<file path="src/rtl/sg_pkg.sv">
package sg_pkg;
    typedef enum logic [1:0] {
        ST_IDLE  = 2'd0,
        ST_FETCH = 2'd1,
        ST_XFER  = 2'd2,
        ST_DONE  = 2'd3
    } sg_state_e;
endpackage

</file>
<file path="src/rtl/sg_beat_calc.sv">
module sg_beat_calc #(
    parameter int BEAT_BYTES = 4,
    parameter int LEN_W      = 16,
    localparam int AL_W      = (BEAT_BYTES > 1) ? $clog2(BEAT_BYTES) : 1,
    localparam int BB_W      = $clog2(BEAT_BYTES) + 1
) (
    input  logic [AL_W-1:0]  addr_low,
    input  logic [LEN_W-1:0] remaining,
    output logic [BB_W-1:0]  bytes
);
    logic [BB_W-1:0] room;

    generate
        if (BEAT_BYTES > 1) begin : g_wide
            always_comb room = BB_W'(BEAT_BYTES) - BB_W'(addr_low);
        end else begin : g_byte
            logic unused_low;
            always_comb unused_low = addr_low[0];
            always_comb room = BB_W'(1);
        end
    endgenerate

    always_comb begin
        if (remaining < LEN_W'(room)) bytes = BB_W'(remaining);
        else                          bytes = room;
    end
endmodule

</file>
<file path="src/rtl/sg_fsm.sv">
module sg_fsm
    import sg_pkg::*;
(
    input  logic clk,
    input  logic rst_n,
    input  logic start,
    input  logic len_zero,
    input  logic list_mode_req,
    input  logic list_mode_q,
    input  logic lst_rvalid,
    input  logic beat_ready,
    input  logic last_beat,
    input  logic page_end,
    output logic load,
    output logic take_entry,
    output logic take_beat,
    output logic lst_req,
    output logic beat_valid,
    output logic done
);
    sg_state_e state_q, state_d;

    always_ff @(posedge clk or negedge rst_n) begin
        if (!rst_n) state_q <= ST_IDLE;
        else        state_q <= state_d;
    end

    always_comb begin
        state_d = state_q;
        unique case (state_q)
            ST_IDLE, ST_DONE: begin
                if (start) begin
                    if (len_zero)           state_d = ST_DONE;
                    else if (list_mode_req) state_d = ST_FETCH;
                    else                    state_d = ST_XFER;
                end
            end
            ST_FETCH: begin
                if (lst_rvalid) state_d = ST_XFER;
            end
            ST_XFER: begin
                if (beat_ready) begin
                    if (last_beat)                     state_d = ST_DONE;
                    else if (page_end && list_mode_q)  state_d = ST_FETCH;
                    else                               state_d = ST_XFER;
                end
            end
            default: state_d = ST_IDLE;
        endcase
    end

    always_comb begin
        lst_req    = 1'b0;
        beat_valid = 1'b0;
        done       = 1'b0;
        load       = 1'b0;
        take_entry = 1'b0;
        take_beat  = 1'b0;
        unique case (state_q)
            ST_IDLE: begin
                load = start;
            end
            ST_FETCH: begin
                lst_req    = 1'b1;
                take_entry = lst_rvalid;
            end
            ST_XFER: begin
                beat_valid = 1'b1;
                take_beat  = beat_ready;
            end
            ST_DONE: begin
                done = 1'b1;
                load = start;
            end
            default: ;
        endcase
    end
endmodule

</file>
<file path="src/rtl/sg_cursor.sv">
module sg_cursor #(
    parameter int ADDR_W     = 32,
    parameter int LEN_W      = 16,
    parameter int PAGE_BITS  = 12,
    parameter int BEAT_BYTES = 4,
    localparam int FRAME_W   = ADDR_W - PAGE_BITS,
    localparam int BB_W      = $clog2(BEAT_BYTES) + 1,
    localparam int ENTRY_B   = 4
) (
    input  logic                 clk,
    input  logic                 rst_n,
    input  logic                 load,
    input  logic                 take_entry,
    input  logic                 take_beat,
    input  logic                 cfg_sg_en,
    input  logic                 cfg_dir,
    input  logic [ADDR_W-1:0]    cfg_list_base,
    input  logic [PAGE_BITS-1:0] cfg_offset,
    input  logic [LEN_W-1:0]     cfg_len,
    input  logic [ADDR_W-1:0]    entry_word,
    input  logic [BB_W-1:0]      bytes,
    output logic [ADDR_W-1:0]    list_ptr,
    output logic [FRAME_W-1:0]   frame,
    output logic [PAGE_BITS-1:0] offset,
    output logic [LEN_W-1:0]     remaining,
    output logic                 list_mode,
    output logic                 dir,
    output logic                 page_end,
    output logic                 last_beat
);
    logic [PAGE_BITS:0] off_sum;

    always_comb begin
        off_sum   = {1'b0, offset} + (PAGE_BITS+1)'(bytes);
        page_end  = off_sum[PAGE_BITS];
        last_beat = (remaining == LEN_W'(bytes));
    end

    always_ff @(posedge clk or negedge rst_n) begin
        if (!rst_n) begin
            list_ptr  <= '0;
            frame     <= '0;
            offset    <= '0;
            remaining <= '0;
            list_mode <= 1'b0;
            dir       <= 1'b0;
        end else if (load) begin
            list_ptr  <= cfg_list_base;
            remaining <= cfg_len;
            list_mode <= cfg_sg_en;
            dir       <= cfg_dir;
            if (cfg_sg_en) begin
                frame  <= '0;
                offset <= cfg_offset;
            end else begin
                frame  <= cfg_list_base[ADDR_W-1:PAGE_BITS];
                offset <= cfg_list_base[PAGE_BITS-1:0];
            end
        end else if (take_entry) begin
            frame    <= entry_word[ADDR_W-1:PAGE_BITS];
            list_ptr <= list_ptr + ADDR_W'(ENTRY_B);
        end else if (take_beat) begin
            remaining <= remaining - LEN_W'(bytes);
            offset    <= off_sum[PAGE_BITS-1:0];
            if (page_end && !list_mode) frame <= frame + FRAME_W'(1);
        end
    end
endmodule

</file>
<file path="src/rtl/sg_addr_gen.sv">
module sg_addr_gen #(
    parameter int ADDR_W     = 32,
    parameter int LEN_W      = 16,
    parameter int PAGE_BITS  = 12,
    parameter int BEAT_BYTES = 4,
    localparam int FRAME_W   = ADDR_W - PAGE_BITS,
    localparam int BB_W      = $clog2(BEAT_BYTES) + 1,
    localparam int AL_W      = (BEAT_BYTES > 1) ? $clog2(BEAT_BYTES) : 1
) (
    input  logic                 clk,
    input  logic                 rst_n,
    input  logic                 start,
    input  logic                 cfg_sg_en,
    input  logic                 cfg_dir,
    input  logic [ADDR_W-1:0]    cfg_list_base,
    input  logic [PAGE_BITS-1:0] cfg_offset,
    input  logic [LEN_W-1:0]     cfg_len,
    output logic                 lst_req,
    output logic [ADDR_W-1:0]    lst_addr,
    input  logic                 lst_rvalid,
    input  logic [ADDR_W-1:0]    lst_rdata,
    output logic                 beat_valid,
    output logic [ADDR_W-1:0]    beat_addr,
    output logic [BB_W-1:0]      beat_bytes,
    output logic                 beat_dir,
    input  logic                 beat_ready,
    output logic                 done
);
    logic                 load, take_entry, take_beat;
    logic                 page_end, last_beat, list_mode;
    logic [ADDR_W-1:0]    list_ptr;
    logic [FRAME_W-1:0]   frame;
    logic [PAGE_BITS-1:0] offset;
    logic [LEN_W-1:0]     remaining;
    logic [BB_W-1:0]      bytes;
    logic                 dir;

    sg_fsm u_fsm (
        .clk           (clk),
        .rst_n         (rst_n),
        .start         (start),
        .len_zero      (cfg_len == '0),
        .list_mode_req (cfg_sg_en),
        .list_mode_q   (list_mode),
        .lst_rvalid    (lst_rvalid),
        .beat_ready    (beat_ready),
        .last_beat     (last_beat),
        .page_end      (page_end),
        .load          (load),
        .take_entry    (take_entry),
        .take_beat     (take_beat),
        .lst_req       (lst_req),
        .beat_valid    (beat_valid),
        .done          (done)
    );

    sg_cursor #(
        .ADDR_W     (ADDR_W),
        .LEN_W      (LEN_W),
        .PAGE_BITS  (PAGE_BITS),
        .BEAT_BYTES (BEAT_BYTES)
    ) u_cursor (
        .clk           (clk),
        .rst_n         (rst_n),
        .load          (load),
        .take_entry    (take_entry),
        .take_beat     (take_beat),
        .cfg_sg_en     (cfg_sg_en),
        .cfg_dir       (cfg_dir),
        .cfg_list_base (cfg_list_base),
        .cfg_offset    (cfg_offset),
        .cfg_len       (cfg_len),
        .entry_word    (lst_rdata),
        .bytes         (bytes),
        .list_ptr      (list_ptr),
        .frame         (frame),
        .offset        (offset),
        .remaining     (remaining),
        .list_mode     (list_mode),
        .dir           (dir),
        .page_end      (page_end),
        .last_beat     (last_beat)
    );

    sg_beat_calc #(
        .BEAT_BYTES (BEAT_BYTES),
        .LEN_W      (LEN_W)
    ) u_calc (
        .addr_low  (offset[AL_W-1:0]),
        .remaining (remaining),
        .bytes     (bytes)
    );

    always_comb begin
        lst_addr   = list_ptr;
        beat_addr  = {frame, offset};
        beat_bytes = bytes;
        beat_dir   = dir;
    end
endmodule

</file>
<file path="config.mk">
export PLATFORM = sky130hd
export DESIGN_NAME = sg_addr_gen
export DESIGN_NICKNAME = d
export VERILOG_FILES = /design/src/rtl/sg_pkg.sv /design/src/rtl/sg_beat_calc.sv /design/src/rtl/sg_fsm.sv /design/src/rtl/sg_cursor.sv /design/src/rtl/sg_addr_gen.sv
export SDC_FILE = /design/constraint.sdc
export NUM_CORES = 1
export LEC_CHECK = 0
export BUFFER_PORTS_ARGS = -buffer_cell sky130_fd_sc_hd__buf_2
export CAP_MARGIN = 10
export CORE_MARGIN = 4
export CORE_UTILIZATION = 52
export CTS_CLUSTER_SIZE = 25
export DETAILED_ROUTE_END_ITERATION = 7
export HOLD_SLACK_MARGIN = 0.06
export PLACE_DENSITY = 0.9
export SYNTH_ARGS = -nofsm -noshare
export SYNTH_HDL_FRONTEND = slang
export SYNTH_SLANG_ARGS = --single-unit
</file>
<file path="constraint.sdc">
create_clock -name clk -period 5.3 [get_ports clk]
set_clock_uncertainty 0.05 [all_clocks]
set_input_delay 1.06 -clock clk [delete_from_list [all_inputs] [get_ports clk]]
set_output_delay 1.06 -clock clk [all_outputs]
set_load 0.05 [all_outputs]
</file>
==> impl_metrics.json <==
{
  "first_pass_iters": 5,
  "timing_worst_setup_path_type": "register to register",
  "grtUsageTotal_pct": 28.5,
  "cts_num_sinks": 84,
  "synth-compound-area-share_pct": 19.7,
  "period_minus_slack_ns": 4.58,
  "finalHoldViolCount": 0,
  "arrival_ns": 4.77,
  "ant_nets": 0,
  "setup_tns_ns": 0,
  "rsz0062_at_grt": "no",
  "cp-start-kind": "register",
  "gp_congestion": 0.932,
  "rr_worst_depth": 16,
  "grt_max_degree": 85,
  "top_level_ports": 170,
  "clock_latency_ns": 0.36,
  "ys_ff_latch": 84,
  "maxSlewViolCount": 0,
  "cts_root_buf": "clkbuf_8",
  "vias_per_cell": 6.20,
  "synth_fa_ha_area_share_pct": 3.99,
  "maxCapViolCount": 0,
  "grt_pass1_vias": 5428,
  "yosysSeqAreaShare_pct": 38.9,
  "synth.avg_cell_area_um2": 8.48,
  "synth-xor-area-share_pct": 7.95,
  "fill_cells": 820,
  "ff_latch_area_um2": 2100,
  "synth_top_family_by_area": "simple AND/OR/NAND/NOR gates",
  "required_ns": 5.50,
  "coreArea_um2": 9950,
  "synth_edf_count": 0,
  "rows": 36,
  "slew_headroom_pct": 27.7,
  "yosysTopAreaCellShare_pct": 38.9,
  "antenna_found_initial": 0,
  "ys_warn_count": 0,
  "die_area_um2": 12100,
  "antenna_cells": 0,
  "setup_viol_count_final": 0,
  "synth_area_leaders": "dfrtp_1, nand2_1, o21ai_0, xnor2_1, xor2_1",
  "end_kind": "register",
  "dpl.cell_count": 902,
  "post_cts_buffers": 0,
  "layout-drive-gt1-share_pct": 23.9,
  "grt_pass1_wl_um": 26800,
  "fin_crit_sh_pct": 86.4,
  "yosys-top-cells-count": "nand2_1, dfrtp_1, o21ai_0, a21oi_1, nor2_1",
  "wire_per_inst_um": 18.8,
  "drc": 0,
  "crit_fanout": 11,
  "power_w": 0.00458,
  "dr_total_vias": 5696,
  "async_flop_share_pct": 100,
  "die_w_um": 110,
  "holdBufCountCts": 0,
  "start_util_pct": 54.2,
  "leakagePower_nw": 2.81,
  "synth_cell_types": 58,
  "max-vdd-ir-drop_uv": 421,
  "synth_top_area_cell": "dfrtp_1",
  "htreeDepth": 3,
  "final_cells": 918,
  "drtIter0Drc": 503,
  "hold_path_class": "register to register",
  "cts.clk_slew.worst_paths_ns": 0.09,
  "synthMuxAreaShare_pct": 1.74,
  "dp.final_hpwl_um": 12800,
  "wl_um": 17200,
  "post_cts_resized": 0,
  "layout.nets": 895,
  "cts_buffer_depth": 2,
  "worst_pin_slew_ns": 1.08,
  "multi_input_area_um2": 3110,
  "die_h_um": 110,
  "syn_inst": 637,
  "grt-ovfl-total": 0,
  "numCtsBuffers": 9,
  "syn_area_um2": 5400,
  "min_path_cells": 2,
  "yosysMostFrequentCell": "nand2_1",
  "synth_fp_nets": 752,
  "synthSimpleGateAreaFrac_pct": 24.1,
  "p_per_area_nw_per_um2": 706,
  "area_growth_pct": 20.0,
  "synth_flop_cell": "dfrtp_1",
  "outcome": "finished, final reports clean",
  "io_buffer_count": 157,
  "fmax_ghz": 0.218,
  "cts_tree": "built"
}
-- cell usage in the layout, fill, tap and decap left out, drive strengths merged, types with 4 or more instances in the layout --
master / instances
a31oi: 10
nand4: 16
nand3: 26
ha: 14
and4: 9
o31ai: 6
nor2: 29
nor2b: 15
a21boi: 4
a211oi: 11
o211ai: 4
nor4: 13
or3: 7
inv: 20
clkbuf: 12
a221oi: 4
a2bb2oi: 4
a32oi: 9
mux2i: 6
a22oi: 5
and3: 9
dfrtp: 84
nand2: 99
buf: 162
a21oi: 40
nor3: 14
xnor2: 26
o21ai: 64
xor2: 23
-- metrics by stage --
| step | setup slack (ns) | area, µm² | hold WS [ns] | util [%] |
|---|---|---|---|---|
| after floorplan | 0.182 | 5400 | 0.475 | - |
| after global placement | 1.07 | 6280 | 0.403 | 63.1 |
| after detailed placement | 0.830 | 6280 | 0.415 | 63.1 |
| after global routing | 0.441 | 6480 | 0.476 | 65.1 |
| final | 0.723 | 6480 | 0.431 | 65.1 |
| after CTS | 0.777 | 6480 | 0.435 | 65.1 |
-- metal layers --
layer | global-route usage, % | vias up | wire (µm)
met5 | 0 | - | 0
met4 | 11.8 | 0 | 543
met3 | 5.64 | 54 | 1660
met2 | 44.3 | 311 | 8140
met1 | 38.8 | 2723 | 6880
li1 | - | 2608 | -
-- sequential cells by signal, indices dropped and copies added (netlist names) --
signal / cells
u_fsm.state_q: 2
u_cursor.frame: 20
u_cursor.remaining: 16
u_cursor.list_mode: 1
u_cursor.list_ptr: 32
u_cursor.dir: 1
u_cursor.offset: 12
-- kinds of logic (layout without fill, tap and decap cells) --
family	Yosys count	count (layout)
fa+ha+maj	16	16
xor+xnor	49	49
compound gates	173	173
buf+inv	50	198
mux	9	9
simple gates	256	256
flops	84	84
-- power by group --
part	internal (W)	total [W]	switching [W]
clock network	0.000242	0.000484	0.000241
registers	0.000952	0.00133	0.000382
logic	0.000794	0.00276	0.00197
-- worst max-delay path, stage by stage, from the launching register on --
cell	delay, ns
dfrtp_1	0.42
inv_1	0.09
ha_1	0.33
inv_1	0.05
ha_1	0.27
a21boi_0	0.12
o21ai_0	0.15
and4b_1	0.39
mux2i_1	0.34
ha_1	0.23
inv_1	0.06
fa_1	0.42
nor2b_1	0.24
o2111ai_1	0.33
or2_2	0.52
o31ai_1	0.31
a21oi_1	0.11
-- cell type report --
| class | instances | area share [%] |
|---|---|---|
| clock buffer | 12 | 2.39 |
| clock inverter | 4 | 0.734 |
| inverter | 20 | 1.16 |
| multi-input combinational | 503 | 48.0 |
| sequential | 84 | 32.4 |
| tap | 133 | 2.57 |
| timing repair buffer | 162 | 12.7 |
-- path summary, 6_finish.rpt --
path	from	to	slack [ns]
setup / recovery	u_cursor.offset[0]$_DFFE_PN0P_	u_cursor.frame[6]$_DFFE_PN0P_	0.72
hold / removal	u_cursor.dir$_DFFE_PN0P_	u_cursor.dir$_DFFE_PN0P_	0.43
setup reg to reg	u_cursor.offset[0]$_DFFE_PN0P_	u_cursor.frame[6]$_DFFE_PN0P_	0.72
hold reg to reg	u_cursor.dir$_DFFE_PN0P_	u_cursor.dir$_DFFE_PN0P_	0.43
max in group asynchronous	rst_n	u_cursor.list_ptr[22]$_DFFE_PN0P_	3.67
min in group asynchronous	rst_n	u_cursor.remaining[8]$_DFFE_PN0P_	0.83
Power figures use the tool's default switching activity.
